[src/rtl/dmab_pkg.sv]
package dmab_pkg;
   typedef enum logic [1:0] {
      XFER_OFF  = 2'b00,
      XFER_SEND = 2'b01,
      XFER_RECV = 2'b10,
      XFER_OFFX = 2'b11
   } xfer_mode_e;

   localparam logic [1:0] RA_CTRL   = 2'd0;
   localparam logic [1:0] RA_COUNT  = 2'd1;
   localparam logic [1:0] RA_STATUS = 2'd2;
   localparam logic [1:0] RA_DATA   = 2'd3;

   localparam int CB_DIR = 2;
   localparam int CB_EOP = 3;

   localparam int SB_NRDY   = 0;
   localparam int SB_END    = 1;
   localparam int SB_IRQ    = 2;
   localparam int SB_LAST   = 3;
   localparam int SB_LOADED = 4;
endpackage

[src/rtl/dmab_stage_buf.sv]
module dmab_stage_buf #(
   parameter int DATA_W    = 8,
   parameter int BUF_DEPTH = 128,
   localparam int PTR_W    = $clog2(BUF_DEPTH)
) (
   input  logic              clk,
   input  logic              we,
   input  logic [PTR_W-1:0]  waddr,
   input  logic [DATA_W-1:0] wdata,
   input  logic [PTR_W-1:0]  raddr_a,
   output logic [DATA_W-1:0] rdata_a,
   input  logic [PTR_W-1:0]  raddr_b,
   output logic [DATA_W-1:0] rdata_b
);
   logic [DATA_W-1:0] mem [BUF_DEPTH];

   always_ff @(posedge clk) begin
      if (we) mem[waddr] <= wdata;
   end

   assign rdata_a = mem[raddr_a];
   assign rdata_b = mem[raddr_b];
endmodule

[src/rtl/dmab_engine.sv]
module dmab_engine #(
   parameter int BUF_DEPTH = 128,
   parameter int BURST_MAX = 64,
   localparam int PTR_W    = $clog2(BUF_DEPTH),
   localparam int BW       = $clog2(BURST_MAX + 1)
) (
   input  logic             clk,
   input  logic             rst_n,
   input  logic             clr,
   input  logic             enable,
   input  logic             is_recv,
   input  logic             tick,
   input  logic             rx_valid,
   input  logic             tx_ready,
   output logic             rx_ready,
   output logic             tx_valid,
   output logic             step,
   output logic             block_done,
   output logic [PTR_W-1:0] ptr
);
   logic [BW-1:0]    budget_q;
   logic [PTR_W-1:0] ptr_q;
   logic             active;
   logic             grant;

   assign active     = (budget_q != '0) && enable;
   assign rx_ready   = active && is_recv;
   assign tx_valid   = active && !is_recv;
   assign step       = is_recv ? (rx_valid && rx_ready) : (tx_valid && tx_ready);
   assign block_done = step && (ptr_q == PTR_W'(BUF_DEPTH - 1));
   assign grant      = tick && enable && (budget_q == '0);
   assign ptr        = ptr_q;

   always_ff @(posedge clk) begin
      if (!rst_n || clr) begin
         ptr_q    <= '0;
         budget_q <= '0;
      end else begin
         if (step) ptr_q <= ptr_q + 1'b1;
         if (block_done)  budget_q <= '0;
         else if (step)   budget_q <= budget_q - 1'b1;
         else if (grant)  budget_q <= BW'(BURST_MAX);
      end
   end

   // checker: bytes moved since the last grant never exceed the burst limit
   logic [BW:0] since_q;
   always_ff @(posedge clk) begin
      if (!rst_n || clr)  since_q <= '0;
      else if (grant)     since_q <= '0;
      else if (step)      since_q <= since_q + 1'b1;
   end

   p_burst_cap_r3: assert property (@(posedge clk) disable iff (!rst_n)
      since_q <= (BW+1)'(BURST_MAX));
endmodule

[src/rtl/dmab_ctl.sv]
module dmab_ctl
   import dmab_pkg::*;
#(
   parameter int DATA_W    = 8,
   parameter int BUF_DEPTH = 128,
   localparam int PTR_W    = $clog2(BUF_DEPTH)
) (
   input  logic              clk,
   input  logic              rst_n,
   input  logic              host_wr,
   input  logic              host_rd,
   input  logic [1:0]        host_addr,
   input  logic [DATA_W-1:0] host_wdata,
   output logic [DATA_W-1:0] host_rdata,
   input  logic [DATA_W-1:0] buf_rdata,
   input  logic              block_done,
   output logic              eng_enable,
   output logic              is_recv,
   output logic              dir_ok,
   output logic              loaded,
   output logic              eng_owns,
   output logic              load_pulse,
   output logic              host_buf_we,
   output logic [PTR_W-1:0]  host_ptr,
   output logic              irq
);
   logic [DATA_W-1:0] ctrl_q, count_q, status;
   logic              loaded_q, bnr_q, end_q, last_q, irqp_q, irq_q;
   logic [PTR_W-1:0]  hptr_q;
   xfer_mode_e        mode;
   logic              is_send, dir_bit, eop_en;
   logic              wr_ctrl, st_rd, host_rd_ok, host_step, final_blk;

   assign mode       = xfer_mode_e'(ctrl_q[1:0]);
   assign dir_bit    = ctrl_q[CB_DIR];
   assign eop_en     = ctrl_q[CB_EOP];
   assign is_recv    = (mode == XFER_RECV);
   assign is_send    = (mode == XFER_SEND);
   assign dir_ok     = (is_recv && dir_bit) || (is_send && !dir_bit);
   assign eng_enable = dir_ok && loaded_q && bnr_q;

   assign wr_ctrl     = host_wr && (host_addr == RA_CTRL);
   assign load_pulse  = host_wr && (host_addr == RA_COUNT);
   assign st_rd       = host_rd && (host_addr == RA_STATUS);
   assign host_rd_ok  = host_rd && (host_addr == RA_DATA) && !bnr_q && is_recv;
   assign host_buf_we = host_wr && (host_addr == RA_DATA) && !bnr_q && is_send;
   assign host_step   = host_rd_ok || host_buf_we;
   assign final_blk   = block_done && (count_q == DATA_W'(1));

   assign loaded   = loaded_q;
   assign eng_owns = bnr_q;
   assign host_ptr = hptr_q;
   assign irq      = irq_q;

   always_comb begin
      status            = '0;
      status[SB_NRDY]   = bnr_q;
      status[SB_END]    = end_q;
      status[SB_IRQ]    = irqp_q;
      status[SB_LAST]   = last_q;
      status[SB_LOADED] = loaded_q;
   end

   always_comb begin
      case (host_addr)
         RA_CTRL:   host_rdata = ctrl_q;
         RA_COUNT:  host_rdata = count_q;
         RA_STATUS: host_rdata = status;
         default:   host_rdata = (!bnr_q && is_recv) ? buf_rdata : '0;
      endcase
   end

   always_ff @(posedge clk) begin
      if (!rst_n) begin
         ctrl_q   <= '0;
         count_q  <= '0;
         loaded_q <= 1'b0;
         bnr_q    <= 1'b0;
         end_q    <= 1'b0;
         last_q   <= 1'b0;
         irqp_q   <= 1'b0;
         irq_q    <= 1'b0;
         hptr_q   <= '0;
      end else begin
         if (wr_ctrl) ctrl_q <= host_wdata;
         if (st_rd) begin
            irq_q  <= 1'b0;
            irqp_q <= 1'b0;
         end
         if (load_pulse) begin
            count_q  <= host_wdata;
            loaded_q <= 1'b1;
            end_q    <= 1'b0;
            last_q   <= 1'b0;
            irqp_q   <= 1'b0;
            irq_q    <= 1'b0;
            hptr_q   <= '0;
            bnr_q    <= is_recv;
         end else if (block_done) begin
            hptr_q  <= '0;
            bnr_q   <= 1'b0;
            count_q <= count_q - 1'b1;
            if (final_blk) begin
               loaded_q <= 1'b0;
               end_q    <= 1'b1;
               last_q   <= is_send;
               if (eop_en) begin
                  irqp_q <= 1'b1;
                  irq_q  <= 1'b1;
               end
            end
         end else if (host_step) begin
            hptr_q <= hptr_q + 1'b1;
            if (hptr_q == PTR_W'(BUF_DEPTH - 1)) bnr_q <= 1'b1;
         end
      end
   end

   p_irq_needs_en_r8: assert property (@(posedge clk) disable iff (!rst_n)
      $rose(irq_q) |-> $past(eop_en));
   p_last_in_send_r9: assert property (@(posedge clk) disable iff (!rst_n)
      $rose(last_q) |-> $past(is_send));
   p_end_holds_r10: assert property (@(posedge clk) disable iff (!rst_n)
      (end_q && !load_pulse) |=> end_q);
   p_load_clears_r7: assert property (@(posedge clk) disable iff (!rst_n)
      load_pulse |=> (loaded_q && !irq_q && !end_q && hptr_q == '0));
endmodule

[src/rtl/blk_dma_bridge.sv]
module blk_dma_bridge #(
   parameter int DATA_W    = 8,
   parameter int BUF_DEPTH = 128,
   parameter int BURST_MAX = 64,
   localparam int PTR_W    = $clog2(BUF_DEPTH)
) (
   input  logic              clk,
   input  logic              rst_n,
   input  logic              host_wr,
   input  logic              host_rd,
   input  logic [1:0]        host_addr,
   input  logic [DATA_W-1:0] host_wdata,
   output logic [DATA_W-1:0] host_rdata,
   input  logic              tick,
   input  logic              rx_valid,
   input  logic [DATA_W-1:0] rx_data,
   output logic              rx_ready,
   output logic              tx_valid,
   output logic [DATA_W-1:0] tx_data,
   input  logic              tx_ready,
   output logic              irq
);
   if (BUF_DEPTH < 2 || (BUF_DEPTH & (BUF_DEPTH - 1)) != 0) begin : g_bad_depth
      $error("BUF_DEPTH must be a power of two of at least 2");
   end
   if (BURST_MAX < 1 || BURST_MAX > BUF_DEPTH) begin : g_bad_burst
      $error("BURST_MAX must lie between 1 and BUF_DEPTH");
   end
   if (DATA_W < 5) begin : g_bad_width
      $error("DATA_W must hold the five status bits");
   end

   logic             eng_enable, is_recv, dir_ok, loaded, eng_owns;
   logic             load_pulse, host_buf_we, step, block_done;
   logic [PTR_W-1:0] eng_ptr, host_ptr;
   logic [DATA_W-1:0] host_buf_data;
   logic             buf_we;
   logic [PTR_W-1:0] buf_waddr;
   logic [DATA_W-1:0] buf_wdata;

   dmab_ctl #(.DATA_W(DATA_W), .BUF_DEPTH(BUF_DEPTH)) u_ctl (
      .clk(clk), .rst_n(rst_n),
      .host_wr(host_wr), .host_rd(host_rd), .host_addr(host_addr),
      .host_wdata(host_wdata), .host_rdata(host_rdata),
      .buf_rdata(host_buf_data), .block_done(block_done),
      .eng_enable(eng_enable), .is_recv(is_recv), .dir_ok(dir_ok),
      .loaded(loaded), .eng_owns(eng_owns), .load_pulse(load_pulse),
      .host_buf_we(host_buf_we), .host_ptr(host_ptr), .irq(irq)
   );

   dmab_engine #(.BUF_DEPTH(BUF_DEPTH), .BURST_MAX(BURST_MAX)) u_eng (
      .clk(clk), .rst_n(rst_n), .clr(load_pulse), .enable(eng_enable),
      .is_recv(is_recv), .tick(tick), .rx_valid(rx_valid), .tx_ready(tx_ready),
      .rx_ready(rx_ready), .tx_valid(tx_valid), .step(step),
      .block_done(block_done), .ptr(eng_ptr)
   );

   assign buf_we    = (step && is_recv) || host_buf_we;
   assign buf_waddr = is_recv ? eng_ptr : host_ptr;
   assign buf_wdata = is_recv ? rx_data : host_wdata;

   dmab_stage_buf #(.DATA_W(DATA_W), .BUF_DEPTH(BUF_DEPTH)) u_buf (
      .clk(clk), .we(buf_we), .waddr(buf_waddr), .wdata(buf_wdata),
      .raddr_a(eng_ptr), .rdata_a(tx_data),
      .raddr_b(host_ptr), .rdata_b(host_buf_data)
   );

   p_block_ptrs_r2: assert property (@(posedge clk) disable iff (!rst_n)
      block_done |=> (eng_ptr == '0 && host_ptr == '0 && !eng_owns));
   p_dir_gate_r5: assert property (@(posedge clk) disable iff (!rst_n)
      !dir_ok |-> !(rx_ready || tx_valid));
   p_owner_gate_r6: assert property (@(posedge clk) disable iff (!rst_n)
      !eng_owns |-> !(rx_ready || tx_valid));
   p_need_load_r7: assert property (@(posedge clk) disable iff (!rst_n)
      !loaded |-> !(rx_ready || tx_valid));
endmodule

[config.mk]
export PLATFORM = sky130hd
export DESIGN_NAME = blk_dma_bridge
export DESIGN_NICKNAME = d
export VERILOG_FILES = /design/src/rtl/dmab_pkg.sv /design/src/rtl/dmab_stage_buf.sv /design/src/rtl/dmab_engine.sv /design/src/rtl/dmab_ctl.sv /design/src/rtl/blk_dma_bridge.sv
export SDC_FILE = /design/constraint.sdc
export NUM_CORES = 1
export LEC_CHECK = 0
export BUFFER_PORTS_ARGS = -buffer_cell sky130_fd_sc_hd__buf_2
export CAP_MARGIN = 20
export CORE_UTILIZATION = 45
export DETAILED_ROUTE_END_ITERATION = 6
export GPL_TIMING_DRIVEN = 1
export PLACE_DENSITY = 0.64
export REMOVE_ABC_BUFFERS = 1
export SKIP_LAST_GASP = 1
export SLEW_MARGIN = 20
export SYNTH_ARGS = -nofsm -noshare
export SYNTH_HDL_FRONTEND = slang
export SYNTH_HIERARCHICAL = 1
export SYNTH_SLANG_ARGS = --single-unit
[constraint.sdc]
create_clock -name clk -period 10.4 [get_ports clk]
set_input_delay 2.08 -clock clk [delete_from_list [all_inputs] [get_ports clk]]
set_output_delay 2.08 -clock clk [all_outputs]
set_load 0.01 [all_outputs]
==> flow_summary.toml <==
[cts]
cts_setup_buffers = 0
cts.path.max_buffers = 3
cts-root-buf = "clkbuf_16"
cts_made_buffers = 109
clk_latency_ns = 0.69
cts_tree = "yes"
htreeDepth = 3
cts_num_sinks = 1067
cts_resized = 0
cts_hold_buf = 0
clk_pin_slew_worst_paths_ns = 0.06

[route]
wl_per_cell_um = 35.1
drcViolationCount = 0
first_pass_iters = 5
viasPerCell = 6.75
drt-total-wl_um = 140000
drt_iter0_drc = 3589
vias = 26900
ant_nets = 0

[pwr]
switching_share_pct = 20.3
power.total_uw = 8690
combPwrFrac_pct = 1.8
ir_drop_mv = 0.122
seqPwrFrac_pct = 54.4
p_clk_share_pct = 43.8
switchingPower_uw = 1760
internal_power_uw = 6930
p_leak_uw = 0.0159
power_density_nw_per_um2 = 156

[global_route]
grt_pass1_wl_um = 201000
grt_max_degree = 116
antenna_found_initial = 5
grt_pass1_vias = 27400
grt_overflow_total = 0
grt_use_total_pct = 25.2

[place]
routabilityCongestion = 0.854
place.detailed.hpwl_um = 84900
pre_cts_slack_ns = 4.06
io_buffers = 43

[finish]
ff_latch_area_um2 = 31600
final_common_cell = "edfxtp_1"
drive_above_1_share_pct = 41.4
area_growth_pct = 11.0
finalNetCount = 2446
final_cell_mix = "edfxtp_1 (1024), mux4_2 (672), clkbuf_16 (113), nor2_1 (106), buf_4 (68)"
fillers = 8646
multi_input_area_um2 = 17800

[yosys]
ys.flop_type = "edfxtp_1"
ys_types = 54
yosysSeqAreaShare_pct = 62.9
netlist.area_leader.share_pct = 61.2
yosys-top-cells-area = "edfxtp_1 (61%), mux4_2 (30%), dfxtp_1 (1.7%)"
synth_edf_count = 1024
synthArstFlopShare_pct = 0
ys_ff_latch = 1067
yosysWarnings = 6
yosys.area.top_type = "edfxtp_1"
syn_area_um2 = 50200
syn_area_per_cell_um2 = 21.3
netlist_instances = 2358

[worst_setup_path]
crit_path_frequent_cell = "mux4_2"
worst-setup-path-type = "flip-flop to output pin"
crit_chain = "buf_4 -> mux4_2 -> mux4_2 -> mux4_2 -> mux2_2 -> nand3_1 -> o21ai_0 -> buf_2"
critPathMaxFanout = 59
cp_slowest_stage_delay_ns = 1.01
cp.required_ns = 8.32
startpoint_type = "flip-flop"
arrival_ns = 5.04
critPathSlowestCell = "dfxtp_4"
endpoint_kind = "output pin"

[timing]
finalClockSkew_ns = 0.0312
layout_min_cycle_time_ns = 7.12
setup_violations = 0
period_share_pct = 68.5
setup_tns_ns = 0
rsz0062_at_grt = "false"
worst_pin_slew_ns = 1.18
finalHoldViolCount = 0
setup_ws_ns = 3.28
slew_violations = 0
max-slew-margin-rel_pct = 21.3
fmax_mhz = 140

[floorplan]
start_util_pct = 45.4
core-area_um2 = 111000
ios = 44
row_count = 122
die_h_um = 336
fp.dieW_um = 336
dieArea_um2 = 113000

[flow_run]
max_cap_violations = 0

[status]
status = "complete, no violations"

[hold_path]
hold_class = "flip-flop to flip-flop"
flip-flops by register name (all words and copies together) (netlist names):
| signal | count |
|---|---|
| u_ctl/irqp_q | 1 |
| u_ctl/irq | 1 |
| u_eng/budget_q | 7 |
| u_eng/ptr | 7 |
| u_ctl/eng_owns | 1 |
| u_ctl/last_q | 1 |
| u_ctl/host_ptr | 7 |
| u_ctl/end_q | 1 |
| u_ctl/ctrl_q | 8 |
| u_ctl/count_q | 8 |
| u_ctl/loaded | 1 |
| u_buf/mem | 1024 |
cells in the mapped netlist, types with 7 or more instances:
master and number:
o21ai_0 16, nand3_1 34, nand2_1 28, nor3_1 13
or3_1 7, nor2_1 139, buf_2 27, buf_1 40
mux2_4 9, mux2_2 24, a211oi_1 14, nand3b_1 12
clkbuf_1 81, edfxtp_1 1024, mux4_2 672, buf_4 29
nor2b_1 21, dfxtp_1 43, mux2i_1 19, inv_1 9
a21oi_1 32
stage by stage:
step | std cells | hold slack, ns | util, % | cell area [µm²]
after global placement | 3779 | 0.440 | 47.1 | 52100
after detailed placement | 3788 | 0.443 | 47.3 | 52300
after floorplan | 2176 | 0.429 | - | 49400
after global routing | 3988 | 0.507 | 50.4 | 55800
final | 3989 | 0.454 | 50.4 | 55800
after CTS | 3984 | 0.453 | 50.4 | 55700
kinds of logic (layout without fill, tap and decap cells):
logic type	count (synthesis)	count (layout)	synth area share, %
DFF	1067	1067	62.9
AOI/OAI and AO/OA	76	76	0.949
and+or+nand+nor	289	289	2.78
other	0	1	0
xor gates and xnor gates	4	4	0.0697
adders and majority gates	6	6	0.149
buffers and inverters	192	334	1.81
muxes	724	724	31.3
layout make-up:
class | count | share of cell area, %
Sequential cell | 1067 | 56.7
Clock buffer | 137 | 5.23
Inverter | 10 | 0.0673
Clock inverter | 59 | 0.855
Antenna cell | 1 | 0.00449
Multi-Input combinational cell | 1099 | 32.0
Timing Repair Buffer | 128 | 1.80
Tap cell | 1488 | 3.34
path summary, 6_finish.rpt:
path,start,end,slack [ns],cells past startpoint
setup / recovery,u_ctl/host_ptr[2],host_rdata[6],3.28,8
hold / removal,u_ctl/irqp_q,u_ctl/irqp_q,0.45,2
hold reg to reg,u_ctl/irqp_q,u_ctl/irqp_q,0.45,2
setup reg to reg,u_ctl/host_ptr[1],u_buf/mem[106][0],5.54,7
worst max-delay path, delay by kind of cell (launching register included):
family	cells	cell delay [ns]
DFF	1	1.01
muxes	4	1.90
AOI/OAI and AO/OA	1	0.21
buffers and inverters	2	1.03
and+or+nand+nor	1	0.09
power by group through the flow:
stage                     clock [µW]  combinational (µW)  sequential (µW)
after CTS                       3850                 157             4730
after detailed placement           0                 158             4820
final                           3810                 157             4730
after global placement             0                 148             4820
after global routing            4000                 168             4730
after floorplan                    0                88.8             4830
per-layer routing:
layer | part of all wire [%] | track usage [%] | wire length, µm
met1 | 39 | 35.3 | 54000
met5 | 0.032 | 0 | 45
met4 | 3.1 | 8.29 | 4270
met2 | 48 | 39.9 | 67800
met3 | 9.9 | 5.06 | 13900
No activity file was read; power rests on OpenSTA's default activity.
